[src/rtl/steer_pkg.sv]
package steer_pkg;
   // Field positions of the selector register
   localparam int SEL_MODE_BIT = 0;
   localparam int SEL_GRP_LSB  = 8;
   localparam int SEL_INST_LSB = 16;
   localparam int SEL_FLD_W    = 8;
   localparam int SEL_USED_W   = SEL_INST_LSB + SEL_FLD_W;

   typedef struct packed {
      logic [SEL_FLD_W-1:0] inst;
      logic [SEL_FLD_W-1:0] grp;
      logic                 mcast;
   } steer_sel_t;

   typedef enum logic [1:0] {
      TGT_NONE = 2'd0,
      TGT_SEL  = 2'd1,
      TGT_DATA = 2'd2
   } steer_tgt_t;
endpackage

[src/rtl/steer_decode.sv]
module steer_decode
   import steer_pkg::*;
#(
   parameter int AW        = 8,
   parameter int SEL_ADDR  = 0,
   parameter int DATA_ADDR = 4
) (
   input  logic [AW-1:0] addr,
   output steer_tgt_t    tgt
);
   localparam logic [AW-1:0] SEL_A  = AW'(SEL_ADDR);
   localparam logic [AW-1:0] DATA_A = AW'(DATA_ADDR);

   if (SEL_ADDR == DATA_ADDR) begin : g_bad_map
      $error("steer_decode: selector and data offsets collide");
   end

   always_comb begin
      if (addr == SEL_A)       tgt = TGT_SEL;
      else if (addr == DATA_A) tgt = TGT_DATA;
      else                     tgt = TGT_NONE;
   end
endmodule

[src/rtl/steer_select.sv]
module steer_select
   import steer_pkg::*;
#(
   parameter int NGRP  = 4,
   parameter int NINST = 4,
   parameter int NCOPY = NGRP * NINST,
   parameter int IDXW  = (NCOPY > 1) ? $clog2(NCOPY) : 1
) (
   input  steer_sel_t       sel,
   input  logic [NCOPY-1:0] unit_en,
   input  logic             wr_data,
   output logic [IDXW-1:0]  idx,
   output logic             live,
   output logic [NCOPY-1:0] we_mask
);
   logic in_rng;
   int   flat;

   always_comb begin
      in_rng = (int'(sel.grp) < NGRP) && (int'(sel.inst) < NINST);
      flat   = in_rng ? (int'(sel.grp) * NINST + int'(sel.inst)) : 0;
      idx    = IDXW'(flat);
      live   = in_rng && unit_en[flat];
   end

   // Per-copy write enable: multicast reaches every live unit,
   // unicast only the steered live unit.
   for (genvar k = 0; k < NCOPY; k++) begin : g_we
      if (NCOPY == 1) begin : g_single
         assign we_mask[k] = wr_data && unit_en[k] && (sel.mcast || live);
      end else begin : g_multi
         assign we_mask[k] = wr_data && unit_en[k] &&
                             (sel.mcast || (live && (idx == IDXW'(k))));
      end
   end
endmodule

[src/rtl/steer_store.sv]
module steer_store #(
   parameter int NCOPY = 16,
   parameter int DW    = 32,
   parameter int IDXW  = (NCOPY > 1) ? $clog2(NCOPY) : 1
) (
   input  logic                clk,
   input  logic                rst_n,
   input  logic [NCOPY-1:0]    we_mask,
   input  logic [DW-1:0]       wdata,
   input  logic [IDXW-1:0]     rd_idx,
   output logic [NCOPY*DW-1:0] bank_flat,
   output logic [DW-1:0]       rd_word
);
   logic [DW-1:0] cells [NCOPY];

   for (genvar k = 0; k < NCOPY; k++) begin : g_cell
      always_ff @(posedge clk or negedge rst_n) begin
         if (!rst_n)          cells[k] <= '0;
         else if (we_mask[k]) cells[k] <= wdata;
      end
      assign bank_flat[k*DW +: DW] = cells[k];
   end

   always_comb begin
      rd_word = '0;
      for (int k = 0; k < NCOPY; k++) begin
         if (rd_idx == IDXW'(k)) rd_word = cells[k];
      end
   end
endmodule

[src/rtl/steer_regbank.sv]
module steer_regbank
   import steer_pkg::*;
#(
   parameter int NGRP      = 4,
   parameter int NINST     = 4,
   parameter int DW        = 32,
   parameter int AW        = 8,
   parameter int SEL_ADDR  = 0,
   parameter int DATA_ADDR = 4
) (
   input  logic                  clk,
   input  logic                  rst_n,
   input  logic                  req_valid,
   output logic                  req_ready,
   input  logic                  req_write,
   input  logic [AW-1:0]         req_addr,
   input  logic [DW-1:0]         req_wdata,
   input  logic [NGRP*NINST-1:0] unit_en,
   output logic                  rd_valid,
   output logic [DW-1:0]         rd_data
);
   localparam int NCOPY = NGRP * NINST;
   localparam int IDXW  = (NCOPY > 1) ? $clog2(NCOPY) : 1;

   if (NGRP < 1 || NGRP > (1 << SEL_FLD_W)) begin : g_bad_grp
      $error("steer_regbank: NGRP out of field range");
   end
   if (NINST < 1 || NINST > (1 << SEL_FLD_W)) begin : g_bad_inst
      $error("steer_regbank: NINST out of field range");
   end
   if (DW < SEL_USED_W) begin : g_bad_dw
      $error("steer_regbank: DW too narrow for selector fields");
   end

   steer_tgt_t          tgt;
   steer_sel_t          sel_q;
   logic [23:0]         sel_word;
   logic [DW-1:0]       sel_rd;
   logic                acc_wr, acc_rd;
   logic [IDXW-1:0]     idx;
   logic                live;
   logic [NCOPY-1:0]    we_mask;
   logic [NCOPY*DW-1:0] bank_flat;
   logic [DW-1:0]       rd_word;

   assign req_ready = 1'b1;
   assign acc_wr    = req_valid && req_write;
   assign acc_rd    = req_valid && !req_write;

   steer_decode #(.AW(AW), .SEL_ADDR(SEL_ADDR), .DATA_ADDR(DATA_ADDR)) u_dec (
      .addr (req_addr),
      .tgt  (tgt)
   );

   // Selector register
   always_ff @(posedge clk or negedge rst_n) begin
      if (!rst_n) begin
         sel_q <= '0;
      end else if (acc_wr && tgt == TGT_SEL) begin
         sel_q.mcast <= req_wdata[SEL_MODE_BIT];
         sel_q.grp   <= req_wdata[SEL_GRP_LSB +: SEL_FLD_W];
         sel_q.inst  <= req_wdata[SEL_INST_LSB +: SEL_FLD_W];
      end
   end

   assign sel_word = {sel_q.inst, sel_q.grp, 7'b0, sel_q.mcast};
   assign sel_rd   = DW'(sel_word);

   steer_select #(.NGRP(NGRP), .NINST(NINST), .NCOPY(NCOPY), .IDXW(IDXW)) u_sel (
      .sel     (sel_q),
      .unit_en (unit_en),
      .wr_data (acc_wr && tgt == TGT_DATA),
      .idx     (idx),
      .live    (live),
      .we_mask (we_mask)
   );

   steer_store #(.NCOPY(NCOPY), .DW(DW), .IDXW(IDXW)) u_store (
      .clk       (clk),
      .rst_n     (rst_n),
      .we_mask   (we_mask),
      .wdata     (req_wdata),
      .rd_idx    (idx),
      .bank_flat (bank_flat),
      .rd_word   (rd_word)
   );

   // Registered read port, one cycle of latency
   always_ff @(posedge clk or negedge rst_n) begin
      if (!rst_n) begin
         rd_valid <= 1'b0;
         rd_data  <= '0;
      end else begin
         rd_valid <= acc_rd;
         if (acc_rd) begin
            unique case (tgt)
               TGT_SEL:  rd_data <= sel_rd;
               TGT_DATA: rd_data <= live ? rd_word : '0;
               default:  rd_data <= '0;
            endcase
         end
      end
   end
endmodule

[config.mk]
export PLATFORM = sky130hd
export DESIGN_NAME = steer_regbank
export DESIGN_NICKNAME = d
export VERILOG_FILES = /design/src/rtl/steer_pkg.sv /design/src/rtl/steer_decode.sv /design/src/rtl/steer_select.sv /design/src/rtl/steer_store.sv /design/src/rtl/steer_regbank.sv
export SDC_FILE = /design/constraint.sdc
export NUM_CORES = 1
export LEC_CHECK = 0
export ABC_CLOCK_PERIOD_IN_PS = 3800
export BUFFER_PORTS_ARGS = -buffer_cell sky130_fd_sc_hd__clkbuf_2
export CAP_MARGIN = 30
export CELL_PAD_IN_SITES_DETAIL_PLACEMENT = 1
export CELL_PAD_IN_SITES_GLOBAL_PLACEMENT = 1
export CORE_MARGIN = 3
export CORE_UTILIZATION = 40
export CTS_BUF_LIST = sky130_fd_sc_hd__clkbuf_4 sky130_fd_sc_hd__clkbuf_8 sky130_fd_sc_hd__clkbuf_16
export DETAILED_ROUTE_END_ITERATION = 8
export GPL_TIMING_DRIVEN = 1
export PLACE_DENSITY_LB_ADDON = 0.1
export SETUP_SLACK_MARGIN = 0.3
export SLEW_MARGIN = 20
export SYNTH_ARGS = -nofsm -noshare
export SYNTH_HDL_FRONTEND = slang
export SYNTH_SLANG_ARGS = --single-unit
[constraint.sdc]
create_clock -name clk -period 3.8 [get_ports clk]
set_clock_uncertainty 0.2 [all_clocks]
set_input_delay 0.38 -clock clk [delete_from_list [all_inputs] [get_ports clk]]
set_output_delay 0.38 -clock clk [all_outputs]
set_load 0.01 [all_outputs]
==> flow_metrics.tcl, run 1 <==
set metrics [dict create \
    grtUsageMet3_pct 5.18 \
    holdPathStages 2 \
    synthAdderAreaFrac_pct 0.0489 \
    status "finished clean" \
    fin_nets 2227 \
    cts_buffers 61 \
    rsz0062_at_grt "true" \
    yosys_most_used_dff "dfrtp_1" \
    stdcell_count 3058 \
    grt_busiest_layer "met2" \
    synth_cell_types 70 \
    dp.final_hpwl_mm 62.7 \
    drt_iter0_markers 1602 \
    clockRootBuffer "clkbuf_16" \
    yosysWarnings 0 \
    firstDrtPassIters 5 \
    synth-seq-area-share_pct 54.9 \
    met2_usage_pct 46.7 \
    numPortBuffers 92 \
    routedWlPerCell_microns 32.5 \
    ant_nets 0 \
    synth-edff-count 0 \
    total_power_w 0.0129 \
    max_freq_mhz 287 \
    row_count 92 \
    setup_viol 0 \
    period_needed_ns 3.49 \
    ys_seq_elements 562 \
    grt_pass1_vias 20100 \
    hold_end "u_store.bank_flat[37]$_DFFE_PN0P_" \
    min_period_over_period_pct 91.8 \
    hold_slack_ns 0.0373 \
    r2r_setup_slack_ns 0.31 \
    groute.layer.met1.usage_pct 40.2 \
    comb_power_share_pct 6.1 \
    worst-path-max-fanout 14 \
    clk_path_buf_depth 3 \
    avgViaCountPerCell 6.15 \
    relSlewSlack_pct 37.5 \
    worstReg2RegStart "sel_q[9]$_DFFE_PN0P_" \
    vdd_ir_drop_max_v 0.000367 \
    syn_to_final_growth_pct 18.4 \
    gp_congestion 0.889 \
    synthArstFlopShare_pct 100 \
    initial_core_util_pct 40.5 \
    start_kind "register" \
    hold_violations 0 \
    fp.dieArea_sq_um 67100 \
    drc 0 \
    hp-start "req_wdata[5]" \
    die_height_microns 259 \
    synth_compound_area_share_pct 11.2 \
    p_clk_share_pct 47.3 \
    clk_pin_slew_ns 0.06 \
    antenna_found_initial 3 \
    drive_gt1_share_pct 42.4 \
    final.setup.tns_ns 0 \
    worst_pin_slew_ns 0.938 \
    tritoncts "yes" \
    crit_path_end_kind "register" \
    grt_max_degree 72 \
    fillers 6474 \
    r2r-end "rd_data[15]$_DFFE_PN0P_" \
    syn_avg_cell_area_sq_um 12.8 \
    final-seq-area_sq_um 14100 \
    multi_input_area_sq_um 11000 \
    clock_latency_ns 0.64 \
    top_level_ports 94 \
    switching_share_pct 24.1 \
    synth-xor-area-share_pct 0.181 \
    vias 18800 \
    critical_path_required_ns 4.11 \
    die_w_microns 259 \
    final_max_slew_viol_count 0 \
    netlist_area_sq_um 25600 \
    grt_pass1_wl_mm 143 \
    syn-num-nets 2064 \
    syn_inst 2003 \
    grt-ovfl-total 0 \
    wl_mm 99.5 \
    grt.total_usage_pct 29.3 \
    synthMuxAreaShare_pct 25.5 \
    reg2regPathDepth 11 \
    yosys.area_share.simple_pct 5.28 \
    clkSinkCount 562 \
    internal-power_w 0.00978 \
    leakagePower_nw 14.4 \
    powerDensity_nw_per_um2 425 \
    path_class "reg -> reg" \
    cts_max_level 2 \
    power_frac_seq_pct 46.6 \
    hp-class "in -> reg" \
    core_area_sq_um 63200 \
    synth_top_family_by_area "multiplexers" \
    place_inst 2928 \
    cap_violations 0 \
    cp_data_arrival_time_ns 3.80 \
    p_switching_w 0.00310 \
    fin_util_pct 48.0 \
]
## cells in the mapped netlist (all sizes together), types with 26 or more instances
master | instances | area share, %
mux2i | 33 | 1.3
nor3 | 30 | 0.68
clkbuf | 84 | 1.2
a221oi | 35 | 1.2
dfrtp | 562 | 55
nand3 | 30 | 0.59
a22o | 26 | 0.89
buf | 74 | 1.5
mux2 | 542 | 24
nor2 | 81 | 1.3
a22oi | 56 | 1.6
a21oi | 82 | 1.6
o21ai | 79 | 1.5
nand2 | 95 | 1.4
## power by group through the flow
| stage | Clock, W | Combinational [W] | Sequential (W) |
|---|---|---|---|
| global route | 0.00645 | 0.000824 | 0.00601 |
| CTS | 0.00620 | 0.000754 | 0.00601 |
| detailed placement | 0 | 0.000733 | 0.00612 |
| finish | 0.00610 | 0.000781 | 0.00601 |
| global placement | 0 | 0.000725 | 0.00612 |
| floorplan | 0 | 0.000255 | 0.00611 |
## worst max path at each step
stage                         startpoint                      end  slack, ns  cells after the start
global placement    sel_q[1]$_DFFE_PN0P_  rd_data[23]$_DFFE_PN0P_       0.23                     10
finish              sel_q[9]$_DFFE_PN0P_  rd_data[15]$_DFFE_PN0P_       0.31                     11
global route        sel_q[1]$_DFFE_PN0P_  rd_data[25]$_DFFE_PN0P_       0.24                     10
floorplan           sel_q[1]$_DFFE_PN0P_  rd_data[10]$_DFFE_PN0P_       0.74                     11
CTS                 sel_q[1]$_DFFE_PN0P_  rd_data[23]$_DFFE_PN0P_       0.30                     10
detailed placement  sel_q[1]$_DFFE_PN0P_  rd_data[23]$_DFFE_PN0P_       0.17                     10
## layout make-up
class	instances	share of cell area [%]
Inverter	8	0.0991
Antenna cell	1	0.00826
Clock inverter	18	0.557
Multi-Input combinational cell	1275	36.4
Clock buffer	90	6.18
Tap cell	846	3.49
Sequential cell	562	46.4
Timing Repair Buffer	258	6.87
## logic make-up (layout without fill, tap and decap cells)
group / Yosys count / count (layout)
flops: 562 / 562
compound gates: 411 / 411
xor+xnor: 2 / 2
simple gates: 281 / 281
other cells: 1 / 2
fa+ha+maj: 1 / 1
mux: 579 / 579
buf+inv: 166 / 374
## metal layers
layer  up-vias  wire (microns)
met5         -              27
met4         4            4000
met3       198            6370
met2       661           45800
met1     10100           43300
li1       7806               -
## timing repair
action,in CTS,in global routing
buffers inserted,13,3
gates resized for setup,3,22
endpoints found under the hold margin,58,0
hold buffers,2,0
setup endpoints to repair,125,357
pin swaps,4,3
gates cloned,0,3
## worst max-delay path: stages (launching register included)
cell      delay, ns
dfrtp_2        0.59
buf_12         0.26
buf_4          0.20
nor2b_2        0.19
buf_4          0.24
nand2_1        0.10
o21ai_0        0.21
a221o_1        0.46
a221oi_1       0.28
o22ai_1        0.22
a211oi_2       0.24
o21ai_0        0.14
## registers in the layout (all words and copies together) (netlist names)
signal,flops
sel_q,17
rd_data,32
u_store.bank_flat,512
rd_valid,1
## layout by cell type (no fill, tap or decap), types with 6 or more instances in the layout
| cell type | count |
|---|---|
| dfrtp_1 | 560 |
| mux2_2 | 514 |
| buf_4 | 134 |
| nand2_1 | 91 |
| clkbuf_2 | 91 |
| a21oi_1 | 82 |
| o21ai_0 | 74 |
| nor2_1 | 66 |
| clkbuf_16 | 65 |
| a22oi_1 | 56 |
| a221oi_1 | 35 |
| mux2i_1 | 33 |
| nand3_1 | 30 |
| mux2_1 | 28 |
| a22o_1 | 26 |
| buf_12 | 25 |
| o22ai_1 | 24 |
| nor3_1 | 21 |
| a222oi_1 | 17 |
| clkbuf_8 | 15 |
| clkinv_2 | 14 |
| o211ai_1 | 13 |
| a32oi_1 | 13 |
| nor2_4 | 12 |
| clkbuf_4 | 12 |
| a21boi_0 | 8 |
| nor4_2 | 7 |
| nor3_2 | 7 |
| nand4_1 | 7 |
| a221o_1 | 7 |
| inv_1 | 6 |
| a31oi_1 | 6 |
| a2111oi_1 | 6 |
| and3_1 | 6 |
## metrics by stage
stage | cell area [sq um] | worst slack (ns)
finish | 30300 | 0.313
global route | 30300 | 0.239
CTS | 30200 | 0.303
detailed placement | 28000 | 0.173
global placement | 28000 | 0.232
floorplan | 25600 | 0.745
(Power assumes the default switching activity.)
==> inputs of run 2 (changes only) <==
--- a/config.mk
+++ b/config.mk
@@ -7,12 +7,12 @@
 export LEC_CHECK = 0
 export ABC_CLOCK_PERIOD_IN_PS = 3800
 export BUFFER_PORTS_ARGS = -buffer_cell sky130_fd_sc_hd__clkbuf_2
-export CAP_MARGIN = 30
+export CAP_MARGIN = 5
 export CELL_PAD_IN_SITES_DETAIL_PLACEMENT = 1
 export CELL_PAD_IN_SITES_GLOBAL_PLACEMENT = 1
 export CORE_MARGIN = 3
 export CORE_UTILIZATION = 40
-export CTS_BUF_LIST = sky130_fd_sc_hd__clkbuf_4 sky130_fd_sc_hd__clkbuf_8 sky130_fd_sc_hd__clkbuf_16
+export CTS_BUF_LIST = sky130_fd_sc_hd__clkbuf_4 sky130_fd_sc_hd__clkbuf_8
 export DETAILED_ROUTE_END_ITERATION = 8
 export GPL_TIMING_DRIVEN = 1
 export PLACE_DENSITY_LB_ADDON = 0.1
==> run 2 against run 1 <==
Effect of this change: routed wire length grew 0.24%; worst hold slack gained 0.020 ns; highest routed layer is now met4; sequential power is essentially flat; cell count grew 3.0%; largest cell class unchanged.
==> flow_metrics.tcl, run 2 (synthesized netlist as in run 1, its figures left out) <==
set metrics [dict create \
    path_cells "ha_1, buf_4, buf_4, mux2i_1, o22ai_1, a32oi_1, and4b_1, nor3_1, o21ai_0, a22o_1, a22oi_1" \
    leakagePower_nw 14.6 \
    final_cell_area_sq_um 30700 \
    cap_violations 0 \
    final_max_slew_viol_count 0 \
    grt_max_degree 72 \
    comb_power_share_pct 6.2 \
    row_count 92 \
    clock_latency_ns 0.72 \
    p_switching_w 0.00323 \
    largest_register_ffs 512 \
    avgViaCountPerCell 6.09 \
    clockRootBuffer "clkbuf_8" \
    hold_violations 0 \
    switching_share_pct 25.1 \
    routedWlPerCell_microns 31.7 \
    grt_pass1_vias 20400 \
    syn_to_final_growth_pct 19.9 \
    worst-path-max-fanout 22 \
    max_freq_mhz 288 \
    critical_path_required_ns 4.17 \
    vdd_ir_drop_max_v 0.000228 \
    internal-power_w 0.00964 \
    grt_pass1_wl_mm 143 \
    crit_path_end_kind "register" \
    reg2regPathDepth 11 \
    tritoncts "yes" \
    slowest_stage "dfrtp_2" \
    p_clk_share_pct 47.1 \
    cts_max_level 3 \
    path_class "reg -> reg" \
    core_area_sq_um 63200 \
    wl_mm 99.8 \
    rsz0062_at_grt "true" \
    cts_buffers 101 \
    hp-class "in -> reg" \
    setup_viol 0 \
    worst_path_most_repeated_cell "buf_4" \
    placed_area_sq_um 28000 \
    antenna_found_initial 3 \
    drive_gt1_share_pct 44.0 \
    crit_family "compound AO/OA/AOI/OAI gates" \
    drc 0 \
    numPortBuffers 92 \
    critical_path_depth 11 \
    drt_iter0_markers 1539 \
    fp.dieArea_sq_um 67100 \
    relSlewSlack_pct 38.5 \
    grt.total_usage_pct 29.5 \
    cp_data_arrival_time_ns 3.85 \
    worst_pin_slew_ns 0.922 \
    power_frac_seq_pct 46.7 \
    crit_path_max_incr_delay_ns 0.45 \
    clkSinkCount 562 \
    gp_congestion 0.889 \
    fin_nets 2288 \
    clk_pin_slew_ns 0.06 \
    top_level_ports 94 \
    worst-path-buf-inv 2 \
    ant_nets 0 \
    dp.final_hpwl_mm 62.7 \
    start_kind "register" \
    clk_path_buf_depth 3 \
    layout_common_cells "558 x dfrtp_1, 514 x mux2_2, 132 x buf_4" \
    holdPathStages 2 \
    vias 19200 \
    final.setup.tns_ns 0 \
    min_period_over_period_pct 91.5 \
    grt-ovfl-total 0 \
    powerDensity_nw_per_um2 420 \
    status "finished clean" \
    initial_core_util_pct 40.5 \
    final_common_cell "dfrtp_1" \
    die_w_microns 259 \
    period_needed_ns 3.48 \
    firstDrtPassIters 6 \
    die_height_microns 259 \
]
[run 2: cell count changes in the layout (fill, tap and decap cells not counted), sizes merged]
cell / delta
clkinv: -8
clkbuf: +78
bufinv: -3
dlygate4sd3: +21
clkinvlp: +3
inv: +2
[run 2: layout make-up]
cell class                      instances  area (sq um)
Fill cell                            6503         32500
Tap cell                              846          1060
Clock inverter                         12          92.6
Inverter                                8          30.0
Antenna cell                            1          2.50
Multi-Input combinational cell       1275         11100
Timing Repair Buffer                  279          2310
Clock buffer                          168          2070
Sequential cell                       562         14100
[run 2: what timing repair did]
action,CTS,global route
setup buffers,11,5
pin swaps,3,6
endpoints found under the hold margin,558,0
hold buffers,23,0
resized for setup,3,31
endpoints found under the setup margin,114,361
gates cloned,0,3
[run 2: path summary, 6_finish.rpt]
check | end | slack, ns | from
min reg2reg | u_store.bank_flat[23]$_DFFE_PN0P_ | 0.28 | u_store.bank_flat[23]$_DFFE_PN0P_
min | u_store.bank_flat[373]$_DFFE_PN0P_ | 0.06 | req_wdata[21]
max reg2reg | rd_data[13]$_DFFE_PN0P_ | 0.32 | sel_q[1]$_DFFE_PN0P_
min in group asynchronous | u_store.bank_flat[293]$_DFFE_PN0P_ | 0.08 | rst_n
max in group asynchronous | u_store.bank_flat[182]$_DFFE_PN0P_ | 2.18 | rst_n
max | rd_data[13]$_DFFE_PN0P_ | 0.32 | sel_q[1]$_DFFE_PN0P_
[run 2: per-stage QoR]
step	total power [W]	instances	hold slack (ns)	worst slack (ns)	util (%)
after floorplan	0.00637	2003	-0.116	0.745	-
after global placement	0.00684	2928	0.211	0.232	44.3
after detailed placement	0.00685	2928	0.218	0.173	44.3
after CTS	0.0130	3142	0.000147	0.297	48.2
after global routing	0.0133	3151	0.0493	0.245	48.6
final	0.0129	3151	0.0577	0.325	48.6
[run 2: power groups by stage]
| stage | Combinational [W] | Sequential, W | Clock (W) |
|---|---|---|---|
| 2_1_floorplan | 0.000255 | 0.00611 | 0 |
| 3_3_place_gp | 0.000725 | 0.00612 | 0 |
| 3_5_place_dp | 0.000733 | 0.00612 | 0 |
| 4_1_cts | 0.000772 | 0.00601 | 0.00619 |
| 5_1_grt | 0.000837 | 0.00601 | 0.00646 |
| 6_report | 0.000792 | 0.00602 | 0.00607 |
[run 2: routing by layer]
layer  vias up  wire length (microns)  GRT usage (%)
li1       7946                      -              -
met1     10300                  43300           40.6
met2       777                  46300           47.0
met3       190                   6440           4.61
met4         0                   3760           11.2
met5         -                      0              0
==> inputs of run 3 (changes only) <==
==> constraint.sdc (replaced) <==
create_clock -name clk -period 3.8 [get_ports clk]
set_clock_uncertainty 0.2 [all_clocks]
set_input_delay 0.57 -clock clk [delete_from_list [all_inputs] [get_ports clk]]
set_output_delay 0.57 -clock clk [all_outputs]
set_load 0.01 [all_outputs]
==> run 3 against run 2 <==
Effect of this change: utilization decreased by 0.58 points; worst setup slack improved by 0.015 ns; worst hold slack gained 0.11 ns; clock power fell by 3%; die area unchanged; sequential share of layout area is 0.56 points higher; cell count shrank 0.73%; sequential power about the same; fmax rose by 0.44%; critical path type unchanged; largest cell class unchanged; largest power group is now sequential cells.
==> flow_metrics.tcl, run 3 (synthesized netlist as in run 1, its figures left out) <==
set metrics [dict create \
    clk_path_buf_depth 3 \
    final_cell_area_sq_um 30300 \
    worstReg2RegStart "sel_q[1]$_DFFE_PN0P_" \
    largest_register_ffs 512 \
    final.setup.tns_ns 0 \
    tritoncts "yes" \
    vias 18900 \
    clockRootBuffer "clkbuf_8" \
    relSlewSlack_pct 46.5 \
    wl_met2_mm 44.6 \
    crit_path_start "sel_q[1]$_DFFE_PN0P_" \
    r2r-end "u_store.bank_flat[52]$_DFFE_PN0P_" \
    reg2regPathDepth 9 \
    hold_violations 0 \
    cap_violations 0 \
    gp_congestion 0.882 \
    path_class "reg -> reg" \
    firstDrtPassIters 5 \
    worst_pin_slew_ns 0.803 \
    avgViaCountPerCell 6.03 \
    core_area_sq_um 63200 \
    dp_slack_ns 0.0101 \
    worst-path-buf-inv 3 \
    clock_latency_ns 0.70 \
    cts_max_level 3 \
    clk_pin_slew_ns 0.06 \
    crit_path_max_incr_delay_ns 0.46 \
    worst_slack_ns 0.340 \
    vdd_ir_drop_max_v 0.000211 \
    numPortBuffers 92 \
    critical_path_depth 9 \
    slowest_stage "dfrtp_1" \
    grt_pass1_vias 20400 \
    r2r_setup_slack_ns 0.34 \
    path_cells "ha_1, xnor3_1, nand2_1, buf_4, nor4_4, buf_4, o211ai_1, buf_12, mux2_1" \
    placed_area_sq_um 28100 \
    final_max_slew_viol_count 0 \
    layout_common_cells "560 x dfrtp_1, 514 x mux2_2, 137 x buf_4" \
    crit_end "u_store.bank_flat[52]$_DFFE_PN0P_" \
    worst_path_most_repeated_cell "buf_4" \
    drive_gt1_share_pct 43.9 \
    final_common_cell "dfrtp_1" \
    met1_length_mm 42.8 \
    initial_core_util_pct 40.5 \
    powerDensity_nw_per_um2 417 \
    worst-path-max-fanout 32 \
    met3_length_mm 5.93 \
    grt.total_usage_pct 29.0 \
    die_height_microns 259 \
    crit_family "buffers and inverters" \
    leakagePower_nw 14.5 \
    status "finished clean" \
    dp.final_hpwl_mm 62.3 \
    grt-ovfl-total 0 \
    setup_viol 0 \
    hp-class "in -> reg" \
    crit_path_end_kind "register" \
    cts_buffers 98 \
    ant_nets 0 \
    clkSinkCount 562 \
    cp_data_arrival_time_ns 3.82 \
    fin_nets 2264 \
    grt_max_degree 93 \
    drt_iter0_markers 1653 \
    start_kind "register" \
    critical_path_required_ns 4.16 \
    min_period_over_period_pct 91.0 \
    top_layer_used "met4" \
    syn_to_final_growth_pct 18.5 \
    top_level_ports 94 \
    drc 0 \
    max_freq_mhz 289 \
    row_count 92 \
    rsz0062_at_grt "true" \
    fp.dieArea_sq_um 67100 \
    period_needed_ns 3.46 \
    wl_mm 97.1 \
    fin_util_pct 48.0 \
    total_power_w 0.0126 \
    antenna_found_initial 2 \
    die_w_microns 259 \
    grt_pass1_wl_mm 141 \
    routedWlPerCell_microns 31.1 \
]
## run 3: changes by cell type in the layout (fill, tap and decap cells not counted), sizes merged
cell         before  now
clkinv            6   15
diode             1    3
clkinvlp          3    2
bufinv            0    1
dlygate4sd3      23    1
clkbuf          261  251
inv              11    7
buf             163  165
## run 3: cell type report
class	instances	area, sq um
inverter	8	30.0
sequential	562	14100
timing repair buffer	258	2060
fill	6455	32900
clock buffer	159	1980
tap	846	1060
antenna	3	7.51
clock inverter	17	115
multi-input combinational	1275	11000
## run 3: worst min path at each step
stage / from / to / slack, ns / cells after the start
after floorplan: rst_n / rd_data[0]$_DFFE_PN0P_ / 0.07 / 0
after global placement: u_store.bank_flat[373]$_DFFE_PN0P_ / u_store.bank_flat[373]$_DFFE_PN0P_ / 0.27 / 1
after detailed placement: u_store.bank_flat[290]$_DFFE_PN0P_ / u_store.bank_flat[290]$_DFFE_PN0P_ / 0.28 / 1
after CTS: req_wdata[30] / u_store.bank_flat[94]$_DFFE_PN0P_ / 0.11 / 2
after global routing: req_wdata[1] / u_store.bank_flat[289]$_DFFE_PN0P_ / 0.15 / 2
final: req_wdata[5] / u_store.bank_flat[5]$_DFFE_PN0P_ / 0.17 / 2
## run 3: worst reg2reg max path, delay by kind of cell, from the launching register on
kind	cells	cell delay [ns]
DFF	1	0.46
and+or+nand+nor	2	0.55
muxes	1	0.38
adders and majority gates	1	0.26
buffers and inverters	3	0.89
AOI/OAI and AO/OA	1	0.18
xor gates and xnor gates	1	0.42
## run 3: metal layers
metal  global-route usage (%)  vias up
met2                     45.3      704
met1                     40.5    10100
met5                        0        -
li1                         -     7887
met4                     11.2        0
met3                     5.13      213
## run 3: stage by stage
step / hold WS [ns] / std cells
5_1_grt: 0.152 / 3127
4_1_cts: 0.114 / 3124
2_1_floorplan: 0.0744 / 2003
3_5_place_dp: 0.277 / 2940
6_report: 0.172 / 3128
3_3_place_gp: 0.268 / 2940
## run 3: power breakdown
part | internal (W) | total, W | switching, W | leakage (nW)
clock network | 0.00334 | 0.00587 | 0.00253 | 1.12
logic | 0.000187 | 0.000754 | 0.000568 | 5.53
registers | 0.00600 | 0.00601 | 0.0000161 | 7.84
total | 0.00952 | 0.0126 | 0.00312 | 14.5
## run 3: repair_timing
item / 4_1_cts / 5_1_grt
pin swaps: 2 / 0
cloned: 0 / 1
hold buffers: 1 / 0
buffers inserted: 7 / 0
gates resized for setup: 2 / 13
setup endpoints to repair: 81 / 196
endpoints found under the hold margin: 67 / 0
